[config.mk]
export PLATFORM = sky130hd
export DESIGN_NAME = rtcbus_if
export DESIGN_NICKNAME = d
export VERILOG_FILES = /design/src/rtl/rtcbus_pkg.sv /design/src/rtl/rtcbus_sync.sv /design/src/rtl/rtcbus_decode.sv /design/src/rtl/rtcbus_bytes.sv /design/src/rtl/rtcbus_if.sv
export SDC_FILE = /design/constraint.sdc
export NUM_CORES = 2
export LEC_CHECK = 0
export CAP_MARGIN = 40
export CORE_AREA = 3 3 317 319
export DETAILED_ROUTE_END_ITERATION = 10
export DIE_AREA = 0 0 320 322
export DONT_BUFFER_PORTS = 1
export PLACE_DENSITY = 0.69
export SLEW_MARGIN = 0
export SYNTH_ARGS = -nofsm -noshare
export SYNTH_HDL_FRONTEND = slang
export SYNTH_HIERARCHICAL = 1
export SYNTH_SLANG_ARGS = --single-unit
[constraint.sdc]
create_clock -name clk -period 3 [get_ports clk]
set_input_delay 0.45 -clock clk [delete_from_list [all_inputs] [get_ports clk]]
set_output_delay 0.45 -clock clk [all_outputs]
set_load 0.01 [all_outputs]
[src/rtl/rtcbus_pkg.sv]
package rtcbus_pkg;
  parameter int unsigned BUS_W = 8;

  typedef struct packed {
    logic             mode;
    logic             cs_n;
    logic             as;
    logic             ds;
    logic             rw;
    logic             pf;
    logic [BUS_W-1:0] ad;
  } pins_t;

  localparam int unsigned PINS_W = $bits(pins_t);

  // idle pattern: deselected, write strobe high, power-fail held until first sample
  localparam pins_t PINS_IDLE = '{mode: 1'b0, cs_n: 1'b1, as: 1'b0, ds: 1'b0,
                                  rw: 1'b1, pf: 1'b1, ad: '0};
endpackage

[src/rtl/rtcbus_sync.sv]
module rtcbus_sync #(
  parameter int unsigned WIDTH  = 8,
  parameter int unsigned STAGES = 2,
  parameter logic [WIDTH-1:0] RST_VAL = '0
) (
  input  logic             clk,
  input  logic             rst_n,
  input  logic [WIDTH-1:0] d,
  output logic [WIDTH-1:0] q
);
  logic [WIDTH-1:0] stage_q [STAGES];

  for (genvar i = 0; i < STAGES; i++) begin : g_stage
    logic [WIDTH-1:0] stage_d;
    if (i == 0) begin : g_first
      assign stage_d = d;
    end else begin : g_next
      assign stage_d = stage_q[i-1];
    end
    always_ff @(posedge clk or negedge rst_n) begin
      if (!rst_n) stage_q[i] <= RST_VAL;
      else        stage_q[i] <= stage_d;
    end
  end

  assign q = stage_q[STAGES-1];
endmodule

[src/rtl/rtcbus_decode.sv]
module rtcbus_decode
  import rtcbus_pkg::*;
#(
  parameter int unsigned ADDR_W = 7
) (
  input  logic              clk,
  input  logic              rst_n,
  input  pins_t             pins_s,
  output logic              rd_en,
  output logic              wr_stb,
  output logic [ADDR_W-1:0] addr,
  output logic [BUS_W-1:0]  wdata
);
  pins_t             prev_q;
  logic              rd_d, rd_q;
  logic              wr_d, wr_q;
  logic              addr_en;
  logic [ADDR_W-1:0] addr_d, addr_q;
  logic [BUS_W-1:0]  wdata_d, wdata_q;
  logic              rd_level, wr_edge_mot, wr_edge_int;

  always_comb begin
    rd_level    = pins_s.mode ? (pins_s.ds & pins_s.rw) : ~pins_s.ds;
    rd_d        = rd_level & ~pins_s.cs_n & ~pins_s.pf;
    wr_edge_mot = pins_s.mode & prev_q.ds & ~pins_s.ds & ~prev_q.rw;
    wr_edge_int = ~pins_s.mode & ~prev_q.rw & pins_s.rw;
    wr_d        = (wr_edge_mot | wr_edge_int) & ~prev_q.cs_n & ~pins_s.pf;
    addr_en     = prev_q.as & ~pins_s.as;
    addr_d      = addr_en ? prev_q.ad[ADDR_W-1:0] : addr_q;
    wdata_d     = wr_d ? prev_q.ad : wdata_q;
  end

  always_ff @(posedge clk or negedge rst_n) begin
    if (!rst_n) begin
      prev_q  <= PINS_IDLE;
      rd_q    <= 1'b0;
      wr_q    <= 1'b0;
      addr_q  <= '0;
      wdata_q <= '0;
    end else begin
      prev_q  <= pins_s;
      rd_q    <= rd_d;
      wr_q    <= wr_d;
      addr_q  <= addr_d;
      wdata_q <= wdata_d;
    end
  end

  assign rd_en  = rd_q;
  assign wr_stb = wr_q;
  assign addr   = addr_q;
  assign wdata  = wdata_q;
endmodule

[src/rtl/rtcbus_bytes.sv]
module rtcbus_bytes #(
  parameter int unsigned DEPTH  = 128,
  parameter int unsigned DATA_W = 8,
  localparam int unsigned AW    = $clog2(DEPTH)
) (
  input  logic              clk,
  input  logic              rst_n,
  input  logic              we,
  input  logic [AW-1:0]     addr,
  input  logic [DATA_W-1:0] wdata,
  output logic [DATA_W-1:0] rdata
);
  logic [DATA_W-1:0] mem_q [DEPTH];

  for (genvar i = 0; i < DEPTH; i++) begin : g_cell
    logic cell_en;
    assign cell_en = we && (addr == AW'(i));
    always_ff @(posedge clk or negedge rst_n) begin
      if (!rst_n)       mem_q[i] <= '0;
      else if (cell_en) mem_q[i] <= wdata;
    end
  end

  assign rdata = mem_q[addr];
endmodule

[src/rtl/rtcbus_if.sv]
module rtcbus_if
  import rtcbus_pkg::*;
#(
  parameter int unsigned DEPTH       = 128,
  parameter int unsigned SYNC_STAGES = 2,
  localparam int unsigned ADDR_W     = $clog2(DEPTH)
) (
  input  logic              clk,
  input  logic              rst_n,
  input  logic              mode_mot,
  input  logic              cs_n,
  input  logic              as_pin,
  input  logic              ds_pin,
  input  logic              rw_pin,
  input  logic              pwr_fail,
  input  logic [BUS_W-1:0]  ad_in,
  output logic [BUS_W-1:0]  ad_out,
  output logic              ad_oe,
  output logic              wr_stb,
  output logic [ADDR_W-1:0] wr_addr,
  output logic [BUS_W-1:0]  wr_data
);
  pins_t pins_raw, pins_s;
  logic  rd_en;

  always_comb begin
    pins_raw.mode = mode_mot;
    pins_raw.cs_n = cs_n;
    pins_raw.as   = as_pin;
    pins_raw.ds   = ds_pin;
    pins_raw.rw   = rw_pin;
    pins_raw.pf   = pwr_fail;
    pins_raw.ad   = ad_in;
  end

  rtcbus_sync #(
    .WIDTH  (PINS_W),
    .STAGES (SYNC_STAGES),
    .RST_VAL(PINS_IDLE)
  ) u_sync (
    .clk  (clk),
    .rst_n(rst_n),
    .d    (pins_raw),
    .q    (pins_s)
  );

  rtcbus_decode #(.ADDR_W(ADDR_W)) u_dec (
    .clk   (clk),
    .rst_n (rst_n),
    .pins_s(pins_s),
    .rd_en (rd_en),
    .wr_stb(wr_stb),
    .addr  (wr_addr),
    .wdata (wr_data)
  );

  rtcbus_bytes #(.DEPTH(DEPTH), .DATA_W(BUS_W)) u_bytes (
    .clk  (clk),
    .rst_n(rst_n),
    .we   (wr_stb),
    .addr (wr_addr),
    .wdata(wr_data),
    .rdata(ad_out)
  );

  assign ad_oe = rd_en;
endmodule

**After elaboration in Yosys (flattened, before gate mapping)**

Index checks and enable logic that the tools add are counted.

- Register bits: 1081
- Input port bits: 16
- Output and inout bits: 25
- Logic and storage cells: 420

- $lt $le $gt $ge: 1
- Eq/ne operators: 127
- Multiplexer cells: 4
- Bitwise operators: 20
- Reduce and logical (&&, ||, !) cells: 129

Operator list:

| cell | count |
|---|---|
| 7-bit == test, second input constant | 64 |
| 7-bit by 6-bit == test with 1-bit output, second input constant | 32 |
| 1-bit logical AND | 128 |
| 7-bit by 5-bit == test with 1-bit output, second input constant | 16 |
| 8-bit binary-select mux with 7-bit select | 1 |
| 7-bit by 4-bit == test with 1-bit output, second input constant | 8 |
| 7-bit by 3-bit == test with 1-bit output, second input constant | 4 |
| 8-bit two-way mux | 2 |
| 7-bit by 2-bit == test with 1-bit output, second input constant | 2 |
| 1-bit bitwise AND | 11 |
| 8-bit >= comparator, second input constant | 1 |
| 7-bit NOT with 8-bit output | 1 |
| 7-bit by 1-bit == test with 1-bit output, second input constant | 1 |
| 7-bit logical NOT | 1 |
| 1-bit NOT | 7 |
| 1-bit two-way mux | 1 |
| 1-bit OR | 1 |

**Logic depth before layout (Yosys ltp)**

- Depth after elaboration: 6
- Mapped depth: 9
- Mapped depth without buffers: 5

**Modules after synthesis**

The synthesis kept the hierarchy.

Modules (own cells, without submodules):

| module | times used | cells an instance | area an instance (µm²) | seq. area each (µm²) |
|---|---|---|---|---|
| rtcbus_bytes | 1 | 3086 | 47217.8 | 25624.6 |
| rtcbus_decode | 1 | 52 | 965.9 | 728.2 |
| rtcbus_sync | 1 | 28 | 708.2 | 708.2 |

**Least setup slack after synthesis**

OpenSTA, ideal clock, no wires.

- Kind: register -> output
- From: register u_dec.addr_q[1], in the netlist u_dec/addr[1]
- To: output port ad_out[6]
- Arrival: 2046 ps
- Required time: 2550 ps
- Path slack: 504 ps
- Cell stages (with the launch flop): 9
- Path buffers: 3
- Cell sequence: dfrtp_1 > buf_4 > buf_2 > buf_2 > mux4_2 > mux2i_1 > nor2_1 > a2111oi_0 > a22oi_1

- Word-level cells in the longest chain between the ends: 4

Ends and longest elaborated chain:

| element | RTL line | source |
|---|---|---|
| start, declared | rtcbus_decode.sv:18 | `logic [ADDR_W-1:0] addr_d, addr_q;` |
| start signal, assigned | rtcbus_decode.sv:44 | `addr_q <= addr_d;` |
| 7-bit NOT with 8-bit output (not written as such) | rtcbus_bytes.sv:24 | `assign rdata = mem_q[addr];` |
| 8-bit binary-select mux with 7-bit select | rtcbus_bytes.sv:24 |  |
| 8-bit two-way mux (not written as such) (2 in a row) | rtcbus_bytes.sv:24 |  |
| end, declared | rtcbus_if.sv:17 | `output logic [BUS_W-1:0] ad_out,` |

No other way between the ends. The select of a mux whose other input is x is not followed.

**Worst setup path after layout**

- From: register u_dec.addr_q[0], in the netlist u_dec/addr[0]
- To: output port ad_out[1]

The elaborated chain is that of the path after synthesis.

==> flow_summary.yaml <==
run_status:
  outcome: "finished, violations left"
  violations: "setup timing"
yosys:
  synthFlopType: "dfrtp_1"
  synth_nets: 3182
  synth_enable_flop_cells: 0
  ys_types: 49
  postSynthAreaPerCell_sq_um: 15.4
  syn-cell-area_sq_um: 48900
  yosys_warnings: 6
  ys_seq_area_share_pct: 55.3
  synth_async_sr_flop_share_pct: 100
  ys_seq_elements: 1081
  synthCells: 3166
finish:
  stdcell_count: 4798
  area_growth_pct: 18.3
  num-nets-final: 3431
  drive_gt1_share_pct: 61.1
placed_design:
  portBuffers: 0
  detailed_place_hpwl_microns: 87300
  dp_cells: 4540
  place.gp.congestion: 0.876
  pre_cts_ws_ns: -0.403
clock_network:
  cts_buffer_depth: 3
  numClockSinks: 1081
  htreeDepth: 3
  clk_root_buffer_cell: "clkbuf_16"
  clock_latency_ns: 0.68
  cts_buffers: 111
  cts_tree: "yes"
  clk_pin_slew_ns: 0.06
die:
  core_sq_um: 98100
  initial_core_util_pct: 49.8
  die_y_microns: 322
  rows: 115
  ioPinCount: 41
  dieArea_sq_um: 103000
  die_w_microns: 320
critical_path:
  cp-startpoint: "u_dec/addr[0]$_DFFE_PN0P_"
  worstPathCellList: "buf_12 > buf_4 > nand2b_2 > buf_12 > o22ai_2 > nor3_1 > nor4_2 > buf_4 > a32oi_1 > buf_4 > buf_4"
  cpMostUsedCell: "buf_4"
  path_class: "reg -> out"
  crit_family: "buffers and inverters"
  startpoint_type: "flip-flop"
  crit_slowest_cell: "dfrtp_4"
  rr_startpoint: "u_dec/addr[0]$_DFFE_PN0P_"
  cp_data_required_time_ns: 2.55
  arrival_ns: 3.28
  crit_path_max_incr_delay_ns: 0.57
  crit_buf_inv: 6
  critPathCaptureType: "primary output"
  crit_fanout: 18
sta:
  period_share_pct: 124
  clock_skew_ns: 0.0233
  fmax_mhz: 268
  rsz0062_at_grt: "true"
  max-slew-margin-rel_pct: 18.3
  setup_slack_ns: -0.725
  slew_viol_final: 0
  fin_hold_ws_ns: 0.313
  setup_viol: 70
  tightest_slew_ns: 1.23
  layout_min_cycle_time_ns: 3.73
  finalHoldViolCount: 0
global_route:
  grt_max_degree: 1082
  grt_pass1_vias: 31399
  overflow: 0
  grt_pass1_wl_microns: 203000
  antenna_found_initial: 4
  grt.total_usage_pct: 26.0
routing:
  finalWirelength_microns: 135000
  dr.first_iter.drc_count: 2293
  ant_nets: 0
  wl_per_cell_microns: 28.1
  route.vias.total: 29452
  viasPerCell: 6.14
  drc: 0
  drt_first_pass_iters: 8
pwr:
  p_per_area_nw_per_um2: 606
  p_leak_nw: 27.6
  power_mw: 35.0
  ir_drop_v: 0.000709
hold_path:
  hp-class: "in -> reg"
  min_from: "rw_pin"
job:
  cap_violations: 0
flip-flops by register name, summed over array words and instances (netlist names):
signal and count:
u_dec/wdata 8, u_sync/q 14, u_sync/g_stage.stage_d 14, u_dec/wr_stb 1, u_dec/rd_en 1, u_dec/prev_q 12
u_bytes/mem_q 1024, u_dec/addr 7
placed cells by master (no fill, tap or decap), drive strengths merged, types with 5 or more instances in the layout:
master	count
a2111oi	5
nor2	114
nand2b	11
nand2	76
nand3	11
mux2i	61
nor3	23
mux2	1145
a221oi	9
a21oi	10
nor2b	20
a211oi	14
mux4	199
a22oi	26
and2	6
o22ai	67
clkinv	27
o21ai	6
dfstp	8
clkbuf	167
nor4	8
dlygate4sd3	15
dfrtp	1073
buf	348
bufinv	12
stage by stage:
stage                     cell area (sq um)  TNS [ns]  utilization, %
after detailed placement              52500     -1.96            53.5
after floorplan                       48900         0               -
after CTS                             56900     -5.55            58.0
final                                 57800     -6.54            58.9
after global placement                52400     -1.98            53.4
after global routing                  57800    -93.66            58.9
worst register-to-register path, stage by stage (launching register included):
cell	delay, ns
dfrtp_4	0.59
buf_12	0.21
buf_16	0.16
buf_4	0.16
and2b_1	0.28
nand2_2	0.40
nor2_2	0.65
mux2_2	0.42
where the power goes:
| part | switching (mW) | total, mW | internal [mW] |
|---|---|---|---|
| sequential | 0.607 | 15.5 | 14.9 |
| clock | 5.77 | 14.2 | 8.45 |
| combinational | 3.22 | 5.34 | 2.11 |
logic make-up (layout without fill, tap and decap cells):
group / count (synthesis) / count (layout) / share of synthesized area, %
AO/OA/AOI/OAI: 159 / 159 / 2.30
flip-flops: 1081 / 1081 / 55.3
buffers and inverters: 234 / 577 / 2.14
other: 0 / 2 / 0
multiplexers: 1405 / 1405 / 36.8
AND/OR/NAND/NOR: 287 / 287 / 3.42
cell usage after synthesis (10+ instances only):
master	count	area, sq um
a211oi_1	14	105
a21oi_1	10	50.1
a22oi_1	26	195
buf_1	12	45.0
buf_2	50	250
buf_4	18	135
clkbuf_1	149	559
dfrtp_1	1073	26900
mux2_2	1140	12800
mux2i_1	61	611
mux4_2	199	4480
nand2_1	35	131
nand2_2	41	257
nand2b_1	11	68.8
nor2_1	15	56.3
nor2_2	99	619
nor2b_1	20	125
nor3_1	22	110
o22ai_1	67	419
routing by layer:
| metal | share of wire (%) | vias up | wire (microns) | global-route usage [%] |
|---|---|---|---|---|
| met2 | 47 | 950 | 63900 | 41.4 |
| li1 | - | 12262 | - | - |
| met5 | 0.013 | - | 17 | 0 |
| met4 | 3.1 | 4 | 4190 | 8.47 |
| met3 | 6.3 | 226 | 8450 | 4.37 |
| met1 | 43 | 16010 | 58200 | 36.6 |
timing repair:
item,in CTS,in global routing
hold buffers,14,3
endpoints found under the hold margin,1087,145
pin swaps,9,33
endpoints found under the setup margin,8,191
setup buffers,5,14
resized for setup,80,83
gates cloned,3,7
area by class of cell:
| class | count | area [sq um] |
|---|---|---|
| Fill cell | 7331 | 40300 |
| Sequential cell | 1081 | 27100 |
| Multi-Input combinational cell | 1851 | 21400 |
| Timing Repair Buffer | 370 | 3890 |
| Clock buffer | 160 | 3210 |
| Tap cell | 1287 | 1610 |
| Clock inverter | 47 | 568 |
| Antenna cell | 2 | 5.00 |
worst paths after layout:
kind / endpoint / slack [ns] / cells after the start
max: ad_out[1] / -0.73 / 11
min: u_sync/g_stage[1].stage_d[9]$_DFF_PN1_ / 0.31 / 1
max reg2reg: u_bytes/mem_q[200]$_DFFE_PN0P_ / 0.02 / 7
min reg2reg: u_sync/q[11]$_DFF_PN0_ / 0.35 / 0
max in group asynchronous: u_bytes/mem_q[513]$_DFFE_PN0P_ / -0.03 / 6
min in group asynchronous: u_bytes/mem_q[508]$_DFFE_PN0P_ / 0.45 / 3
(Power assumes the default switching activity.)
